`config.mk`:
```
export PLATFORM = sky130hd
export DESIGN_NAME = flash_pe_interlock
export DESIGN_NICKNAME = d
export VERILOG_FILES = /design/src/rtl/flash_ilk_pkg.sv /design/src/rtl/flash_ilk_datapath.sv /design/src/rtl/flash_ilk_ctrl.sv /design/src/rtl/flash_pe_interlock.sv
export SDC_FILE = /design/constraint.sdc
export NUM_CORES = 1
export LEC_CHECK = 0
export ABC_AREA = 0
export BUFFER_PORTS_ARGS = -buffer_cell sky130_fd_sc_hd__buf_2
export CAP_MARGIN = 20
export CORE_MARGIN = 4
export CORE_UTILIZATION = 49
export CTS_CLUSTER_DIAMETER = 60
export DETAILED_ROUTE_END_ITERATION = 10
export GPL_TIMING_DRIVEN = 1
export PLACE_DENSITY = 0.81
export SLEW_MARGIN = 15
export SYNTH_ARGS = -nofsm -noshare
export SYNTH_HDL_FRONTEND = slang
export SYNTH_SLANG_ARGS = --single-unit
```
`constraint.sdc`:
```
create_clock -name clk -period 2.2 [get_ports clk]
set_input_delay 0.66 -clock clk [delete_from_list [all_inputs] [get_ports clk]]
set_output_delay 0.66 -clock clk [all_outputs]
set_load 0.02 [all_outputs]
```
`src/rtl/flash_ilk_pkg.sv`:
```
package flash_ilk_pkg;
  localparam int BLK_W = 3;
  // control byte bit positions (address 0)
  localparam int POS_PSET = 0;
  localparam int POS_PRG  = 1;
  localparam int POS_ESET = 2;
  localparam int POS_ERS  = 3;
  localparam int POS_SWEN = 4;
  // emulation byte: block field in [BLK_W-1:0], select bit above it
  localparam int POS_EMU  = BLK_W;
  localparam int CTL_ADDR = 0;
  localparam int EMU_ADDR = 1;

  typedef struct packed {
    logic wrCtl;
    logic wrEmu;
    logic rdEn;
    logic rdCtl;
    logic rdEmu;
    logic clrPe;
  } strobeT;

  typedef struct packed {
    logic             progSetup;
    logic             prog;
    logic             eraseSetup;
    logic             erase;
    logic             swWe;
    logic             emuSel;
    logic [BLK_W-1:0] emuBlk;
  } flashStateT;
endpackage

```
`src/rtl/flash_ilk_datapath.sv`:
```
module flash_ilk_datapath
  import flash_ilk_pkg::*;
#(
  parameter int DATA_W = 8
) (
  input  logic              clk,
  input  logic              rstN,
  input  strobeT            strb,
  input  logic [DATA_W-1:0] wData,
  output flashStateT        st,
  output logic [DATA_W-1:0] rData
);
  logic [DATA_W-1:0] ctlByte;
  logic [DATA_W-1:0] emuByte;

  always_comb begin
    ctlByte = '0;
    ctlByte[POS_PSET] = st.progSetup;
    ctlByte[POS_PRG]  = st.prog;
    ctlByte[POS_ESET] = st.eraseSetup;
    ctlByte[POS_ERS]  = st.erase;
    ctlByte[POS_SWEN] = st.swWe;
    emuByte = '0;
    emuByte[BLK_W-1:0] = st.emuBlk;
    emuByte[POS_EMU]   = st.emuSel;
  end

  // program and erase bits: a clearing condition wins over any write
  always_ff @(posedge clk or negedge rstN) begin
    if (!rstN) begin
      st.prog  <= 1'b0;
      st.erase <= 1'b0;
    end else if (strb.clrPe) begin
      st.prog  <= 1'b0;
      st.erase <= 1'b0;
    end else if (strb.wrCtl) begin
      st.prog  <= wData[POS_PRG];
      st.erase <= wData[POS_ERS];
    end
  end

  always_ff @(posedge clk or negedge rstN) begin
    if (!rstN) begin
      st.progSetup  <= 1'b0;
      st.eraseSetup <= 1'b0;
      st.swWe       <= 1'b0;
    end else if (strb.wrCtl) begin
      st.progSetup  <= wData[POS_PSET];
      st.eraseSetup <= wData[POS_ESET];
      st.swWe       <= wData[POS_SWEN];
    end
  end

  always_ff @(posedge clk or negedge rstN) begin
    if (!rstN) begin
      st.emuSel <= 1'b0;
      st.emuBlk <= '0;
    end else if (strb.wrEmu) begin
      st.emuSel <= wData[POS_EMU];
      st.emuBlk <= wData[BLK_W-1:0];
    end
  end

  always_ff @(posedge clk or negedge rstN) begin
    if (!rstN)             rData <= '0;
    else if (strb.rdEn) begin
      if (strb.rdCtl)      rData <= ctlByte;
      else if (strb.rdEmu) rData <= emuByte;
      else                 rData <= '0;
    end
  end

  // a write dropped in a clearing cycle leaves the bit unchanged
  assert_drop_write_R12: assert property (@(posedge clk) disable iff (!rstN)
    (strb.clrPe && !st.prog && !st.erase) |=> (!st.prog && !st.erase));
endmodule

```
`src/rtl/flash_ilk_ctrl.sv`:
```
module flash_ilk_ctrl
  import flash_ilk_pkg::*;
#(
  parameter int ADDR_W = 2
) (
  input  logic              clk,
  input  logic              rstN,
  input  logic              wdtRst,
  input  logic              standbyIn,
  input  logic              fwePin,
  input  logic              bootMode,
  input  logic              bootActive,
  input  logic              wdtEnabled,
  input  logic              busWe,
  input  logic              busRe,
  input  logic [ADDR_W-1:0] busAddr,
  input  flashStateT        st,
  output strobeT            strb,
  output logic              pgmMode,
  output logic              eraseMode,
  output logic              irqMask,
  output logic              busRelMask,
  output logic              wdtWarn
);
  localparam logic [ADDR_W-1:0] CTL_SEL = ADDR_W'(CTL_ADDR);
  localparam logic [ADDR_W-1:0] EMU_SEL = ADDR_W'(EMU_ADDR);

  logic hitCtl, hitEmu, clearNow, peActive, anyArmed, qualOk;

  always_comb begin
    hitCtl   = (busAddr == CTL_SEL);
    hitEmu   = (busAddr == EMU_SEL);
    clearNow = wdtRst | standbyIn | ~fwePin | ~st.swWe;
    strb.wrCtl = busWe & hitCtl;
    strb.wrEmu = busWe & hitEmu;
    strb.rdEn  = busRe;
    strb.rdCtl = hitCtl;
    strb.rdEmu = hitEmu;
    strb.clrPe = clearNow;
    peActive = st.prog | st.erase;
    anyArmed = st.progSetup | st.eraseSetup | peActive;
    qualOk   = fwePin & st.swWe & ~st.emuSel;
  end

  always_ff @(posedge clk or negedge rstN) begin
    if (!rstN) begin
      pgmMode    <= 1'b0;
      eraseMode  <= 1'b0;
      irqMask    <= 1'b0;
      busRelMask <= 1'b0;
      wdtWarn    <= 1'b0;
    end else begin
      pgmMode    <= st.prog & qualOk;
      eraseMode  <= st.erase & qualOk;
      irqMask    <= peActive | (bootMode & bootActive);
      busRelMask <= peActive;
      wdtWarn    <= anyArmed & ~wdtEnabled;
    end
  end

  assert_irq_mask_R1: assert property (@(posedge clk) disable iff (!rstN)
    (st.prog || st.erase) |=> irqMask);
  assert_busrel_mask_R2: assert property (@(posedge clk) disable iff (!rstN)
    (st.prog || st.erase) |=> busRelMask);
  assert_boot_mask_R3: assert property (@(posedge clk) disable iff (!rstN)
    (bootMode && bootActive) |=> irqMask);
  assert_wdt_clear_R4: assert property (@(posedge clk) disable iff (!rstN)
    wdtRst |=> (!st.prog && !st.erase));
  assert_standby_clear_R5: assert property (@(posedge clk) disable iff (!rstN)
    standbyIn |=> (!st.prog && !st.erase));
  assert_pin_clear_R6: assert property (@(posedge clk) disable iff (!rstN)
    !fwePin |=> (!st.prog && !st.erase));
  assert_sw_clear_R7: assert property (@(posedge clk) disable iff (!rstN)
    (fwePin && !st.swWe) |=> (!st.prog && !st.erase));
  assert_emu_block_R8: assert property (@(posedge clk) disable iff (!rstN)
    st.emuSel |=> (!pgmMode && !eraseMode));
  assert_set_guard_R12: assert property (@(posedge clk) disable iff (!rstN)
    $rose(st.prog) |-> $past(fwePin && st.swWe && !wdtRst && !standbyIn));
endmodule

```
`src/rtl/flash_pe_interlock.sv`:
```
module flash_pe_interlock
  import flash_ilk_pkg::*;
#(
  parameter int ADDR_W = 2,
  parameter int DATA_W = 8
) (
  input  logic              clk,
  input  logic              rstN,
  input  logic              wdtRst,
  input  logic              standbyIn,
  input  logic              fwePin,
  input  logic              bootMode,
  input  logic              bootActive,
  input  logic              wdtEnabled,
  input  logic              busWe,
  input  logic              busRe,
  input  logic [ADDR_W-1:0] busAddr,
  input  logic [DATA_W-1:0] busWdata,
  output logic [DATA_W-1:0] busRdata,
  output logic              pgmMode,
  output logic              eraseMode,
  output logic              irqMask,
  output logic              busRelMask,
  output logic              wdtWarn
);
  strobeT     strb;
  flashStateT st;

  flash_ilk_ctrl #(.ADDR_W(ADDR_W)) ctrlU (
    .clk(clk), .rstN(rstN), .wdtRst(wdtRst), .standbyIn(standbyIn),
    .fwePin(fwePin), .bootMode(bootMode), .bootActive(bootActive),
    .wdtEnabled(wdtEnabled), .busWe(busWe), .busRe(busRe),
    .busAddr(busAddr), .st(st), .strb(strb), .pgmMode(pgmMode),
    .eraseMode(eraseMode), .irqMask(irqMask), .busRelMask(busRelMask),
    .wdtWarn(wdtWarn)
  );

  flash_ilk_datapath #(.DATA_W(DATA_W)) dpU (
    .clk(clk), .rstN(rstN), .strb(strb), .wData(busWdata),
    .st(st), .rData(busRdata)
  );
endmodule

```
==> flow_metrics.env <==
export IMPL_outcome="completed"
export IMPL_finalSetupViolCount=0
export IMPL_p_leak_uw=0.000487
export IMPL_num_antenna_cells=0
export IMPL_overflow=0
export IMPL_slew_viol_final=0
export IMPL_dpl_worst_slack_ns=0.514
export IMPL_cts_htree_levels=1
export IMPL_cts_tree="done"
export IMPL_critPathKind="register to output pin"
export IMPL_rows=14
export IMPL_skew_ns=0.00175
export IMPL_fill_cells=141
export IMPL_seq_area_um2=475
export IMPL_cpMaxStageDelayCell="dfrtp_1"
export IMPL_numCtsBuffers=3
export IMPL_cts_resized=0
export IMPL_wl_per_cell_um=14.1
export IMPL_dp_cells=100
export IMPL_yosys_area_top_type="dfrtp_1"
export IMPL_port_buffer_count=26
export IMPL_cts_root_buf="clkbuf_4"
export IMPL_dr_pass1_iters=2
export IMPL_synth_cell_area_um2=795
export IMPL_timing_rr_end="ctrlU.wdtWarn"
export IMPL_finalInstanceArea_um2=945
export IMPL_clk_latency_ns=0.30
export IMPL_hold_class="input pin to asynchronous set/reset pin"
export IMPL_crit_required_ns=1.54
export IMPL_die_h_um=48.3
export IMPL_crit_chain="buf_2"
export IMPL_grt_max_degree=20
export IMPL_synth_compound_area_share_pct=5.20
export IMPL_cts_hold_fix_buffers=0
export IMPL_ys_warn_count=0
export IMPL_gp_congestion=0.772
export IMPL_grt_pass1_vias=472
export IMPL_crit_arrival_ns=0.85
export IMPL_tns_ns=0
export IMPL_dp_hpwl_um=1110
export IMPL_postCtsSetupBuffers=0
export IMPL_crit_family="flip-flops"
export IMPL_crit_fanout=2
export IMPL_grt_usage_pct=14.5
export IMPL_synthCells=60
export IMPL_fp_dieW_um=48.3
export IMPL_worst_slack_ns=0.695
export IMPL_ir_drop_uv=436
export IMPL_nets=109
export IMPL_start_kind="register"
export IMPL_worst_path_largest_cell_delay_ns=0.39
export IMPL_design_core_area_um2=1520
export IMPL_clkSinkCount=19
export IMPL_vias=528
export IMPL_synth_top_area_share_pct=59.8
export IMPL_synth_xor_xnor_area_share_pct=0
export IMPL_reg2regPathDepth=3
export IMPL_fmax_ghz=0.664
export IMPL_start_util_pct=52.1
export IMPL_fin_crit_ns=1.51
export IMPL_grt_pass1_wl_um=2210
export IMPL_antenna_found_initial=0
export IMPL_yosys_top_cells_area="dfrtp_1 60%, mux2_2 9.9%, mux2i_1 7.6%, o22ai_1 3.1%, buf_4 2.8%"
export IMPL_drtIter0Drc=4
export IMPL_r2r_slack_ns=1.16
export IMPL_synth_seq_cells=19
export IMPL_area_growth_synth_to_final_pct=18.9
export IMPL_ant_nets=0
export IMPL_drc=0
export IMPL_postSynthAreaPerCell_um2=13.2
export IMPL_die_area_um2=2330
export IMPL_yosys_area_share_simple_pct=10.4
export IMPL_dpl_cell_area_um2=918
export IMPL_crit_path_end_kind="output pin"
export IMPL_synthMuxAreaShare_pct=17.5
export IMPL_vias_per_cell=5.08
export IMPL_io_pins=33
export IMPL_crit_buf_inv=1
export IMPL_path_depth=1
export IMPL_synth_fa_ha_area_share_pct=0
export IMPL_rsz0062_at_grt="false"
export IMPL_hold_viol=0
export IMPL_ys_seq_area_share_pct=59.8
export IMPL_drive_gt1_share_pct=43.2
export IMPL_wl_um=1470
export IMPL_multi_input_area_um2=274
export IMPL_yosysUniqueCellTypes=19
export IMPL_clk_pin_slew_ns=0.10
export IMPL_r2r_start="dpU.st[5]"
export IMPL_cts_buffer_depth=2
export IMPL_final_cell_count_no_fill=104
export IMPL_power_density_nw_per_um2=753
export IMPL_synth_top_family_by_area="multiplexers"
export IMPL_fin_crit_sh_pct=68.4
export IMPL_cap_violations=0
[how the worst max path moves through the flow]
| stage | start | endpoint | slack [ns] |
|---|---|---|---|
| 2_1_floorplan | busAddr[0] | dpU.st[4] | 0.66 |
| 3_3_place_gp | busAddr[0] | dpU.st[6] | 0.53 |
| 3_5_place_dp | busAddr[0] | dpU.st[4] | 0.51 |
| 4_1_cts | dpU.rData[3] | busRdata[3] | 0.68 |
| 5_1_grt | dpU.rData[4] | busRdata[4] | 0.65 |
| 6_report | dpU.rData[3] | busRdata[3] | 0.69 |
[routing by layer]
metal	track usage [%]	share of wire [%]	up-vias	wire, um
met1	19.2	43	242	635
met4	9.68	2.0	0	29
met3	2.21	9.2	3	135
met5	0	0	-	0
met2	21.6	45	23	666
li1	-	-	260	-
[synthesized netlist by cell type]
cell / number
nor4_1: 2
mux2_2: 7
buf_6: 1
nand3b_1: 1
a21o_1: 1
nand2b_1: 1
nor3b_1: 2
inv_1: 5
mux2i_1: 6
nor3_1: 1
conb_1: 1
o32ai_1: 1
dfrtp_1: 19
nor3b_4: 1
o22ai_1: 4
or2_2: 1
buf_4: 3
nor2_1: 1
nand2_1: 2
[stage by stage]
stage               utilization (%)  power [uW]  hold WS [ns]
floorplan                         -         496         0.364
global placement               60.3         536         0.481
detailed placement             60.3         544         0.488
CTS                            62.0         716         0.288
global route                   62.0         751         0.296
finish                         62.0         712         0.275
[cell families after synthesis]
group	after synthesis
AO/OA/AOI/OAI	6
buffers and inverters	9
flip-flops	19
multiplexers	13
other	1
AND/OR/NAND/NOR	12
[placed cells by master, fill, tap and decap left out]
| cell type | count |
|---|---|
| a21o_1 | 1 |
| buf_2 | 26 |
| clkbuf_1 | 1 |
| clkbuf_4 | 3 |
| conb_1 | 3 |
| dfrtp_1 | 19 |
| inv_1 | 5 |
| mux2_2 | 7 |
| mux2i_1 | 6 |
| nand2_1 | 2 |
| nand2b_1 | 1 |
| nand3b_1 | 1 |
| nor2_1 | 1 |
| nor3_1 | 1 |
| nor3b_1 | 2 |
| nor3b_4 | 1 |
| nor4_1 | 2 |
| o22ai_1 | 4 |
| o32ai_1 | 1 |
| or2_2 | 1 |
[flip-flops by register name, summed over array words and instances (netlist names)]
name              flops
ctrlU.eraseMode       1
ctrlU.irqMask         1
ctrlU.wdtWarn         1
dpU.st                9
dpU.rData             5
ctrlU.pgmMode         1
ctrlU.busRelMask      1
[report_power, final]
group | total [uW] | internal (uW) | switching, uW
Clock | 177 | 70.7 | 106
Combinational | 125 | 57.2 | 67.6
Sequential | 410 | 387 | 23.5
[final cells by class]
class / instances / share of cell area (%)
clock buffers: 4 / 2.78
well taps: 16 / 2.12
flip-flops and latches: 19 / 50.3
multi-input cells: 34 / 29.0
repair buffers: 26 / 13.8
inverters: 5 / 1.99
Note: power is estimated with default switching activity, not from simulation.
